===== src/rtl/irq_collector_pkg.sv =====
package irq_collector_pkg;

  localparam int unsigned REG_W      = 32;
  localparam int unsigned ADDR_W     = 9;
  localparam int unsigned IDX_W      = ADDR_W - 4;
  localparam int unsigned PRIO_W     = 2;
  localparam int unsigned LEVELS     = 1 << PRIO_W;
  localparam int unsigned LANES      = 4;
  localparam int unsigned LANE_W     = REG_W / LANES;
  localparam int unsigned CFG_BITS   = 4;

  // register word indices (byte address >> 4)
  localparam logic [IDX_W-1:0] IDX_VECTOR = 5'h00;
  localparam logic [IDX_W-1:0] IDX_STATUS = 5'h01;
  localparam logic [IDX_W-1:0] IDX_CTRL   = 5'h02;
  localparam logic [IDX_W-1:0] IDX_ACK    = 5'h03;
  localparam logic [IDX_W-1:0] IDX_RAWLO  = 5'h04;
  localparam logic [IDX_W-1:0] IDX_RAWHI  = 5'h05;
  localparam logic [IDX_W-1:0] IDX_VBASE  = 5'h06;
  localparam logic [IDX_W-1:0] IDX_CLRLO  = 5'h07;
  localparam logic [IDX_W-1:0] IDX_CLRHI  = 5'h08;

  localparam int unsigned BIT_IRQ_EN     = 16;
  localparam int unsigned BIT_READ_ENTRY = 18;
  localparam int unsigned BIT_NO_NEST    = 19;

  typedef enum logic [1:0] {
    OP_WRITE  = 2'd0,
    OP_SET    = 2'd1,
    OP_CLEAR  = 2'd2,
    OP_TOGGLE = 2'd3
  } aliasOpT;

  typedef struct packed {
    logic             cfgWr;
    logic [3:0]       cfgIdx;
    logic             vbaseWr;
    logic             clrWr;
    logic             clrHigh;
    logic             enterSvc;
    aliasOpT          op;
    logic [REG_W-1:0] data;
  } strobeT;

  function automatic logic [REG_W-1:0] applyAlias(input logic [REG_W-1:0] oldV,
                                                  input logic [REG_W-1:0] wd,
                                                  input aliasOpT op);
    case (op)
      OP_SET:    return oldV | wd;
      OP_CLEAR:  return oldV & ~wd;
      OP_TOGGLE: return oldV ^ wd;
      default:   return wd;
    endcase
  endfunction

endpackage


===== src/rtl/irq_collector_arb.sv =====
module irq_collector_arb
  import irq_collector_pkg::*;
#(
  parameter int unsigned NUM_SRC = 64,
  localparam int unsigned SRC_W  = $clog2(NUM_SRC)
) (
  input  logic [NUM_SRC-1:0]        effReq,
  input  logic [NUM_SRC*PRIO_W-1:0] srcPrio,
  output logic                      winValid,
  output logic [SRC_W-1:0]          winNum,
  output logic [PRIO_W-1:0]         winLevel
);

  logic             lvlHit;
  logic [SRC_W-1:0] lvlNum;

  // scan levels low to high so a higher level overrides; within a level,
  // scan sources high to low so the lowest index is kept
  always_comb begin
    winValid = 1'b0;
    winNum   = '0;
    winLevel = '0;
    lvlHit   = 1'b0;
    lvlNum   = '0;
    for (int l = 0; l < LEVELS; l++) begin
      lvlHit = 1'b0;
      lvlNum = '0;
      for (int n = NUM_SRC - 1; n >= 0; n--) begin
        if (effReq[n] && (srcPrio[n*PRIO_W +: PRIO_W] == PRIO_W'(l))) begin
          lvlHit = 1'b1;
          lvlNum = SRC_W'(n);
        end
      end
      if (lvlHit) begin
        winValid = 1'b1;
        winNum   = lvlNum;
        winLevel = PRIO_W'(l);
      end
    end
  end

endmodule


===== src/rtl/irq_collector_dp.sv =====
module irq_collector_dp
  import irq_collector_pkg::*;
#(
  parameter int unsigned NUM_SRC = 64,
  localparam int unsigned SRC_W     = $clog2(NUM_SRC),
  localparam int unsigned CFG_WORDS = NUM_SRC / LANES
) (
  input  logic               clk,
  input  logic               rstN,
  input  strobeT             strobe,
  input  logic [ADDR_W-1:0]  busAddr,
  input  logic [NUM_SRC-1:0] reqLines,
  output logic               winValid,
  output logic [PRIO_W-1:0]  winLevel,
  output logic               curValid,
  output logic [PRIO_W-1:0]  curLevel,
  output logic [SRC_W-1:0]   vecNum,
  output logic [REG_W-1:0]   vecAddr,
  output logic [REG_W-1:0]   dpRdData
);

  localparam int unsigned WORD_LANE_BITS = LANES * CFG_BITS;

  logic [NUM_SRC*CFG_BITS-1:0] laneFlat;
  logic [CFG_WORDS*REG_W-1:0]  cfgFlat;
  logic [NUM_SRC*PRIO_W-1:0]   srcPrio;
  logic [NUM_SRC-1:0]          srcEn;
  logic [NUM_SRC-1:0]          srcSoft;
  logic [NUM_SRC-1:0]          pendLatch;
  logic [NUM_SRC-1:0]          effReq;
  logic [NUM_SRC-1:0]          clrMask;
  logic [NUM_SRC-1:0]          enterMask;
  logic [REG_W-3:0]            vbaseHi;
  logic [REG_W-1:0]            vbaseNext;
  logic [SRC_W-1:0]            winNum;
  logic [SRC_W-1:0]            curNum;
  logic [IDX_W-1:0]            rdIdx;

  // configuration words: four lanes each, stored as their meaningful bits
  for (genvar w = 0; w < CFG_WORDS; w++) begin : g_word
    logic [WORD_LANE_BITS-1:0] laneBits;
    logic [REG_W-1:0]          packedW;
    logic [REG_W-1:0]          nextW;

    always_comb begin
      packedW = '0;
      for (int k = 0; k < LANES; k++)
        packedW[k*LANE_W +: CFG_BITS] = laneBits[k*CFG_BITS +: CFG_BITS];
    end

    assign nextW = applyAlias(packedW, strobe.data, strobe.op);

    always_ff @(posedge clk or negedge rstN) begin
      if (!rstN) begin
        laneBits <= '0;
      end else if (strobe.cfgWr && (strobe.cfgIdx == 4'(w))) begin
        for (int k = 0; k < LANES; k++)
          laneBits[k*CFG_BITS +: CFG_BITS] <= nextW[k*LANE_W +: CFG_BITS];
      end
    end

    assign laneFlat[w*WORD_LANE_BITS +: WORD_LANE_BITS] = laneBits;
    assign cfgFlat[w*REG_W +: REG_W]                    = packedW;
  end

  always_comb begin
    for (int n = 0; n < NUM_SRC; n++) begin
      srcPrio[n*PRIO_W +: PRIO_W] = laneFlat[n*CFG_BITS +: PRIO_W];
      srcEn[n]                    = laneFlat[n*CFG_BITS + 2];
      srcSoft[n]                  = laneFlat[n*CFG_BITS + 3];
    end
  end

  assign effReq = srcEn & (reqLines | pendLatch | srcSoft);

  // pending latch: set by a high line, dropped by clear writes or service entry
  assign clrMask   = strobe.clrWr ? (NUM_SRC'(strobe.data) << (strobe.clrHigh ? 32 : 0)) : '0;
  assign enterMask = strobe.enterSvc ? (NUM_SRC'(1) << curNum) : '0;

  always_ff @(posedge clk or negedge rstN) begin
    if (!rstN) pendLatch <= '0;
    else       pendLatch <= (pendLatch | reqLines) & ~clrMask & ~enterMask;
  end

  assign vbaseNext = applyAlias({vbaseHi, 2'b00}, strobe.data, strobe.op);

  always_ff @(posedge clk or negedge rstN) begin
    if (!rstN)               vbaseHi <= '0;
    else if (strobe.vbaseWr) vbaseHi <= vbaseNext[REG_W-1:2];
  end

  irq_collector_arb #(.NUM_SRC(NUM_SRC)) arb_i (
    .effReq  (effReq),
    .srcPrio (srcPrio),
    .winValid(winValid),
    .winNum  (winNum),
    .winLevel(winLevel)
  );

  always_ff @(posedge clk or negedge rstN) begin
    if (!rstN) begin
      curValid <= 1'b0;
      curNum   <= '0;
      curLevel <= '0;
    end else begin
      curValid <= winValid;
      curNum   <= winNum;
      curLevel <= winLevel;
    end
  end

  assign vecNum  = curNum;
  assign vecAddr = {vbaseHi, 2'b00} + REG_W'({curNum, 2'b00});

  assign rdIdx = busAddr[ADDR_W-1:4];

  always_comb begin
    dpRdData = '0;
    if (rdIdx[IDX_W-1]) begin
      if (int'(rdIdx[3:0]) < CFG_WORDS) dpRdData = cfgFlat[rdIdx[3:0]*REG_W +: REG_W];
    end else begin
      case (rdIdx)
        IDX_VECTOR: dpRdData = vecAddr;
        IDX_STATUS: dpRdData = REG_W'(curNum);
        IDX_RAWLO:  dpRdData = reqLines[31:0];
        IDX_RAWHI:  dpRdData = REG_W'(reqLines >> 32);
        IDX_VBASE:  dpRdData = {vbaseHi, 2'b00};
        default:    dpRdData = '0;
      endcase
    end
  end

  AST_WIN_REQUESTS: assert property (@(posedge clk) disable iff (!rstN)
    winValid |-> effReq[winNum]);
  AST_IDLE_NO_REQ: assert property (@(posedge clk) disable iff (!rstN)
    !winValid |-> (effReq == '0));

endmodule


===== src/rtl/irq_collector_ctrl.sv =====
module irq_collector_ctrl
  import irq_collector_pkg::*;
(
  input  logic              clk,
  input  logic              rstN,
  input  logic              busWrEn,
  input  logic              busRdEn,
  input  logic [ADDR_W-1:0] busAddr,
  input  logic [REG_W-1:0]  busWrData,
  input  logic              curValid,
  input  logic [PRIO_W-1:0] curLevel,
  input  logic              winValid,
  input  logic [PRIO_W-1:0] winLevel,
  output strobeT            strobe,
  output logic              ctrlRdHit,
  output logic [REG_W-1:0]  ctrlRdData,
  output logic              irqOut
);

  logic [IDX_W-1:0]  wordIdx;
  aliasOpT           op;
  logic              vecHit;
  logic              enBit;
  logic              readEntryBit;
  logic              noNestBit;
  logic [REG_W-1:0]  ctrlWord;
  logic [REG_W-1:0]  ctrlNext;
  logic [LEVELS-1:0] inSvc;
  logic [LEVELS-1:0] ackBits;
  logic [LEVELS-1:0] entryMask;
  logic [LEVELS-1:0] geMask;
  logic              gateOk;

  assign wordIdx = busAddr[ADDR_W-1:4];
  assign op      = aliasOpT'(busAddr[3:2]);
  assign vecHit  = (wordIdx == IDX_VECTOR);

  always_comb begin
    strobe          = '0;
    strobe.op       = op;
    strobe.data     = busWrData;
    strobe.cfgWr    = busWrEn && wordIdx[IDX_W-1];
    strobe.cfgIdx   = wordIdx[3:0];
    strobe.vbaseWr  = busWrEn && (wordIdx == IDX_VBASE);
    strobe.clrWr    = busWrEn && ((wordIdx == IDX_CLRLO) || (wordIdx == IDX_CLRHI));
    strobe.clrHigh  = (wordIdx == IDX_CLRHI);
    strobe.enterSvc = curValid && vecHit && (readEntryBit ? busRdEn : busWrEn);
  end

  always_comb begin
    ctrlWord                 = '0;
    ctrlWord[BIT_IRQ_EN]     = enBit;
    ctrlWord[BIT_READ_ENTRY] = readEntryBit;
    ctrlWord[BIT_NO_NEST]    = noNestBit;
  end

  assign ctrlNext = applyAlias(ctrlWord, busWrData, op);

  always_ff @(posedge clk or negedge rstN) begin
    if (!rstN) begin
      enBit        <= 1'b0;
      readEntryBit <= 1'b0;
      noNestBit    <= 1'b0;
    end else if (busWrEn && (wordIdx == IDX_CTRL)) begin
      enBit        <= ctrlNext[BIT_IRQ_EN];
      readEntryBit <= ctrlNext[BIT_READ_ENTRY];
      noNestBit    <= ctrlNext[BIT_NO_NEST];
    end
  end

  // per-level in-service tracking
  assign ackBits   = (busWrEn && (wordIdx == IDX_ACK)) ? busWrData[LEVELS-1:0] : '0;
  assign entryMask = strobe.enterSvc ? (LEVELS'(1) << curLevel) : '0;

  always_ff @(posedge clk or negedge rstN) begin
    if (!rstN) inSvc <= '0;
    else       inSvc <= (inSvc & ~ackBits) | entryMask;
  end

  always_comb begin
    for (int l = 0; l < LEVELS; l++) geMask[l] = (PRIO_W'(l) >= winLevel);
  end

  assign gateOk = noNestBit ? (inSvc == '0) : ((inSvc & geMask) == '0);

  always_ff @(posedge clk or negedge rstN) begin
    if (!rstN) irqOut <= 1'b0;
    else       irqOut <= enBit && winValid && gateOk;
  end

  assign ctrlRdHit  = (wordIdx == IDX_CTRL) || (wordIdx == IDX_ACK);
  assign ctrlRdData = (wordIdx == IDX_CTRL) ? ctrlWord : REG_W'(inSvc);

  AST_IRQ_NEEDS_EN: assert property (@(posedge clk) disable iff (!rstN)
    irqOut |-> $past(enBit));
  AST_NO_NEST_QUIET: assert property (@(posedge clk) disable iff (!rstN)
    (noNestBit && (inSvc != '0)) |=> !irqOut);
  AST_ENTRY_MARKS: assert property (@(posedge clk) disable iff (!rstN)
    strobe.enterSvc |=> ((inSvc & $past(entryMask)) == $past(entryMask)));
  AST_ACK_DROPS: assert property (@(posedge clk) disable iff (!rstN)
    ((ackBits & ~entryMask) != '0) |=> ((inSvc & $past(ackBits & ~entryMask)) == '0));

endmodule


===== src/rtl/irq_collector.sv =====
module irq_collector
  import irq_collector_pkg::*;
#(
  parameter int unsigned NUM_SRC = 64,
  localparam int unsigned SRC_W  = $clog2(NUM_SRC)
) (
  input  logic               clk,
  input  logic               rstN,
  input  logic               busWrEn,
  input  logic               busRdEn,
  input  logic [ADDR_W-1:0]  busAddr,
  input  logic [REG_W-1:0]   busWrData,
  output logic [REG_W-1:0]   busRdData,
  input  logic [NUM_SRC-1:0] reqLines,
  output logic               irqOut,
  output logic [SRC_W-1:0]   vecNum,
  output logic [REG_W-1:0]   vecAddr
);

  strobeT            strobe;
  logic              winValid;
  logic [PRIO_W-1:0] winLevel;
  logic              curValid;
  logic [PRIO_W-1:0] curLevel;
  logic              ctrlRdHit;
  logic [REG_W-1:0]  ctrlRdData;
  logic [REG_W-1:0]  dpRdData;

  irq_collector_ctrl ctrl_i (
    .clk       (clk),
    .rstN      (rstN),
    .busWrEn   (busWrEn),
    .busRdEn   (busRdEn),
    .busAddr   (busAddr),
    .busWrData (busWrData),
    .curValid  (curValid),
    .curLevel  (curLevel),
    .winValid  (winValid),
    .winLevel  (winLevel),
    .strobe    (strobe),
    .ctrlRdHit (ctrlRdHit),
    .ctrlRdData(ctrlRdData),
    .irqOut    (irqOut)
  );

  irq_collector_dp #(.NUM_SRC(NUM_SRC)) dp_i (
    .clk      (clk),
    .rstN     (rstN),
    .strobe   (strobe),
    .busAddr  (busAddr),
    .reqLines (reqLines),
    .winValid (winValid),
    .winLevel (winLevel),
    .curValid (curValid),
    .curLevel (curLevel),
    .vecNum   (vecNum),
    .vecAddr  (vecAddr),
    .dpRdData (dpRdData)
  );

  assign busRdData = ctrlRdHit ? ctrlRdData : dpRdData;

endmodule


===== config.mk =====
export PLATFORM = sky130hd
export DESIGN_NAME = irq_collector
export DESIGN_NICKNAME = d
export VERILOG_FILES = /design/src/rtl/irq_collector_pkg.sv /design/src/rtl/irq_collector_arb.sv /design/src/rtl/irq_collector_dp.sv /design/src/rtl/irq_collector_ctrl.sv /design/src/rtl/irq_collector.sv
export SDC_FILE = /design/constraint.sdc
export NUM_CORES = 1
export LEC_CHECK = 0
export BUFFER_PORTS_ARGS = -buffer_cell sky130_fd_sc_hd__buf_2
export CAP_MARGIN = 20
export CELL_PAD_IN_SITES_DETAIL_PLACEMENT = 0
export CELL_PAD_IN_SITES_GLOBAL_PLACEMENT = 1
export CORE_MARGIN = 5
export CORE_UTILIZATION = 25
export DETAILED_ROUTE_END_ITERATION = 8
export HOLD_SLACK_MARGIN = 0.06
export PLACE_DENSITY_LB_ADDON = 0.05
export RECOVER_POWER = 25
export SLEW_MARGIN = 25
export SYNTH_ARGS = -nofsm -noshare
export SYNTH_HDL_FRONTEND = slang
export SYNTH_SLANG_ARGS = --single-unit

===== constraint.sdc =====
create_clock -name clk -period 5 [get_ports clk]
set_input_delay 0.75 -clock clk [delete_from_list [all_inputs] [get_ports clk]]
set_output_delay 0.75 -clock clk [all_outputs]
set_load 0.02 [all_outputs]

==> run_results.csv <==
group,metric,value,unit
grt,grt_max_degree,107,
floorplanning,die_w,404,um
setup_path,worst_path_most_repeated_cell,"a21oi_1",
floorplanning,start_util,25.2,%
yosys,synthTopCellsByCount,"a21oi_1, ha_1, nor2_1",
setup_path,worst-path-max-fanout,10,
timing,setup_violations,0,
pwr,leakage,19.2,nW
layout,multi_input_area,27500,sq um
clock_tree,cts-buffers-inserted,56,
floorplanning,fp.dieH,404,um
placement,gp_congestion,0.990,
clock_tree,cts_tree,"built",
yosys,yosysMostFrequentCell,"a21oi_1",
setup_path,end_kind,"output port",
setup_path,critPathKind,"reg2out",
pwr,power.density_cell_area,386,nW/um^2
setup_path,reg2reg_setup_slack,0.85,ns
worst_hold_path,hold_path_class,"in2reg",
worst_hold_path,worstHoldEndpoint,"dp_i.pendLatch[30]$_DFF_PN0_",
setup_path,slowest_stage,"dfrtp_1",
setup_path,cpLargestDelayFamily,"compound AO/OA/AOI/OAI gates",
drt,drt_iter0_drc,4387,
setup_path,critPathArrivalTime,4.01,ns
pwr,ir_drop,285,uV
timing,fmax,210,MHz
setup_path,path_buf_inv,2,
timing,setup_tns,0,ns
yosys,syn_area_per_cell,7.99,sq um
grt,overflow,0,
yosys,yosysTopAreaCellShare,23.7,%
worst_hold_path,hold_path.startpoint,"busWrData[30]",
layout,regArea,9180,sq um
clock_tree,clk_path_buf_depth,3,
yosys,yosysTopAreaCell,"dfrtp_1",
setup_path,critical_path_required,4.25,ns
yosys,synth_seq_cells,367,
setup_path,r2r_cells,10,
timing,min_period,4.76,ns
yosys,syn_area,38800,sq um
grt,grt_pass1_wl,334000,um
drt,drc,0,
timing,max_slew_margin,-49.0,%
run,max-cap-violations,4,
floorplanning,rows,144,
yosys,ys_warn_count,0,
yosys,ys.flop_type,"dfrtp_1",
layout,drive_gt1_share,13.8,%
setup_path,cp_cell_sequence,"ha_1 > fa_1 > a21o_1 > a21oi_1 > o21bai_1 > a21oi_1 > nor4b_1 > buf_4 > nand3_1 > xnor2_1 > nand2_1 > a31oi_1 > buf_2",
floorplanning,core-area,154000,sq um
drt,drt-vias-per-instance,5.66,
setup_path,worstReg2RegStart,"dp_i.pendLatch[43]$_DFF_PN0_",
drt,wl_per_cell,34.9,um
clock_tree,clkLatencyLatePin,0.70,ns
yosys,synthArstFlopShare,100,%
setup_path,r2r_end,"dp_i.vecNum[1]$_DFF_PN0_",
timing,maxSlewViolCount,214,
timing,period_share,95.2,%
worst_hold_path,whs_path_depth,2,
timing,hold_violations,0,
setup_path,worst_setup_path_start_kind,"flop",
timing,skew,0.0475,ns
drt,vias,40300,
placement,io_buffers,175,
floorplanning,num_io_pins,180,
clock_tree,clk_pin_slew,0.06,ns
layout,layout.nets,5713,
placement,pre_cts_ws,0.629,ns
yosys,synthCells,4852,
outcome,status,"complete, but fails checks",
yosys,seq_area_frac_synth,23.7,%
grt,gr-usage-all-layers,29.4,%
clock_tree,h-tree-depth,2,
outcome,violations,"capacitance limit, slew limit",
clock_tree,cts-root-buf,"clkbuf_16",
drt,routed_wl,248000,um
yosys,ys_types,96,
grt,antenna_found_initial,27,
timing,tightest_slew,2.23,ns
timing,rsz0062_at_grt,"false",
grt,grt_pass1_vias,37400,
layout,fin_util,29.3,%
layout,area_growth,16.4,%
setup_path,crit_cells,13,
floorplanning,dieArea,163000,sq um
drt,drt_first_pass_iters,6,
drt,ant_nets,0,
setup_path,slowest_delay,0.60,ns
layout,fillCellCount,16700,
clock_tree,cts_sinks,367,
yosys,synth_edf_count,0,
yosys,netlist_top_cells_area,"dfrtp_1, ha_1, a21oi_1, nor2_1, mux4_2",
timing,layout_setup_ws,0.240,ns
clock_tree,cts_resized,0,
placement,place_hpwl,196000,um
## cell type report
class	instances	area share [%]
Tap cell	2044	5.67
Inverter	338	2.81
Antenna cell	10	0.0555
Clock inverter	22	0.557
Multi-Input combinational cell	3864	60.8
Sequential cell	367	20.4
Clock buffer	82	3.72
Timing Repair Buffer	392	5.99
## timing repair
item	in CTS	in global routing
setup endpoints to repair	0	0
setup buffers	0	0
hold buffers	1	0
endpoints found under the hold margin	2	0
## cell families after synthesis
| kind of cell | count (synthesis) | share of synthesized area, % |
|---|---|---|
| xor gates and xnor gates | 28 | 0.633 |
| AOI/OAI and AO/OA | 1598 | 26.4 |
| muxes | 97 | 5.32 |
| DFF | 367 | 23.7 |
| other | 1 | 0.00967 |
| and+or+nand+nor | 1554 | 19.0 |
| adders and majority gates | 585 | 18.9 |
| buffers and inverters | 622 | 6.05 |
## worst max-delay path by stage
stage	slack (ns)	end	start
after CTS	0.28	busRdData[16]	dp_i.vecNum[0]$_DFF_PN0_
after global placement	0.67	dp_i.vecNum[1]$_DFF_PN0_	reqLines[43]
final	0.24	busRdData[24]	dp_i.vecNum[0]$_DFF_PN0_
after global routing	0.08	busRdData[24]	dp_i.vecNum[0]$_DFF_PN0_
after detailed placement	0.63	dp_i.vecNum[1]$_DFF_PN0_	reqLines[43]
after floorplan	0.89	busRdData[10]	busAddr[5]
## report_power, final
| part | internal (mW) | switching [mW] | total [mW] |
|---|---|---|---|
| clock network | 2.52 | 1.79 | 4.31 |
| logic | 2.72 | 5.24 | 7.96 |
| registers | 3.50 | 1.65 | 5.16 |
| total | 8.75 | 8.68 | 17.4 |
## worst register-to-register path: stages, from the launching register on
cell	delay [ns]
dfrtp_1	0.49
o31ai_1	0.92
nor3_1	0.30
nor4_4	0.54
nand4_2	0.30
nor4_4	0.36
and2_4	0.20
inv_2	0.05
or4_1	0.51
o31a_1	0.31
o31ai_1	0.07
## placed cells by master, fill, tap and decap left out, types with 18 or more instances in the layout
cell type and count:
a21oi_1 608, ha_1 584, nor2_1 482, nand2_1 389, dfrtp_1 367, inv_1 325, o21ai_0 301, a211oi_1 240
nor3_1 233, buf_4 197, buf_2 170, nor2b_1 109, mux4_2 85, a221oi_1 67, nor4_1 57, clkbuf_16 57
o31ai_1 49, or3_1 43, nand3_1 40, o22ai_1 34, a22oi_1 34, nand4_1 31, o211ai_1 30, xnor2_1 27
o311a_1 24, a31oi_1 23, nand2b_1 20, and3_1 18
## metal layers
layer  share of wire [%]  GRT usage (%)  vias up  wire length [um]
met1                  45           40.7    20200            111000
met2                  43           45.0     1533            107000
met4                 6.4           14.6        8             15900
li1                    -              -    18200                 -
met5               0.020              0        -                50
met3                 5.8           3.72      418             14400
## flip-flops by register name, indices dropped and copies added (netlist names)
register and cells:
ctrl_i.enBit 1, dp_i.g_word.laneBits 256, ctrl_i.readEntryBit 1, ctrl_i.noNestBit 1
dp_i.vecNum 6, dp_i.curLevel 2, dp_i.vbaseHi 30, ctrl_i.irqOut 1
ctrl_i.inSvc 4, dp_i.curValid 1, dp_i.pendLatch 64
## metrics by stage
step           hold WS (ns)  power (mW)  area, sq um  std cells
6_report              0.324        17.4        45100       7119
5_1_grt               0.326        18.2        45100       7110
4_1_cts               0.294        17.3        45100       7109
3_5_place_dp          0.513        12.9        43200       7004
3_3_place_gp          0.508        12.9        43200       7004
2_1_floorplan         0.454        8.73        38800       4853
Note: power is estimated with default switching activity, not from simulation.
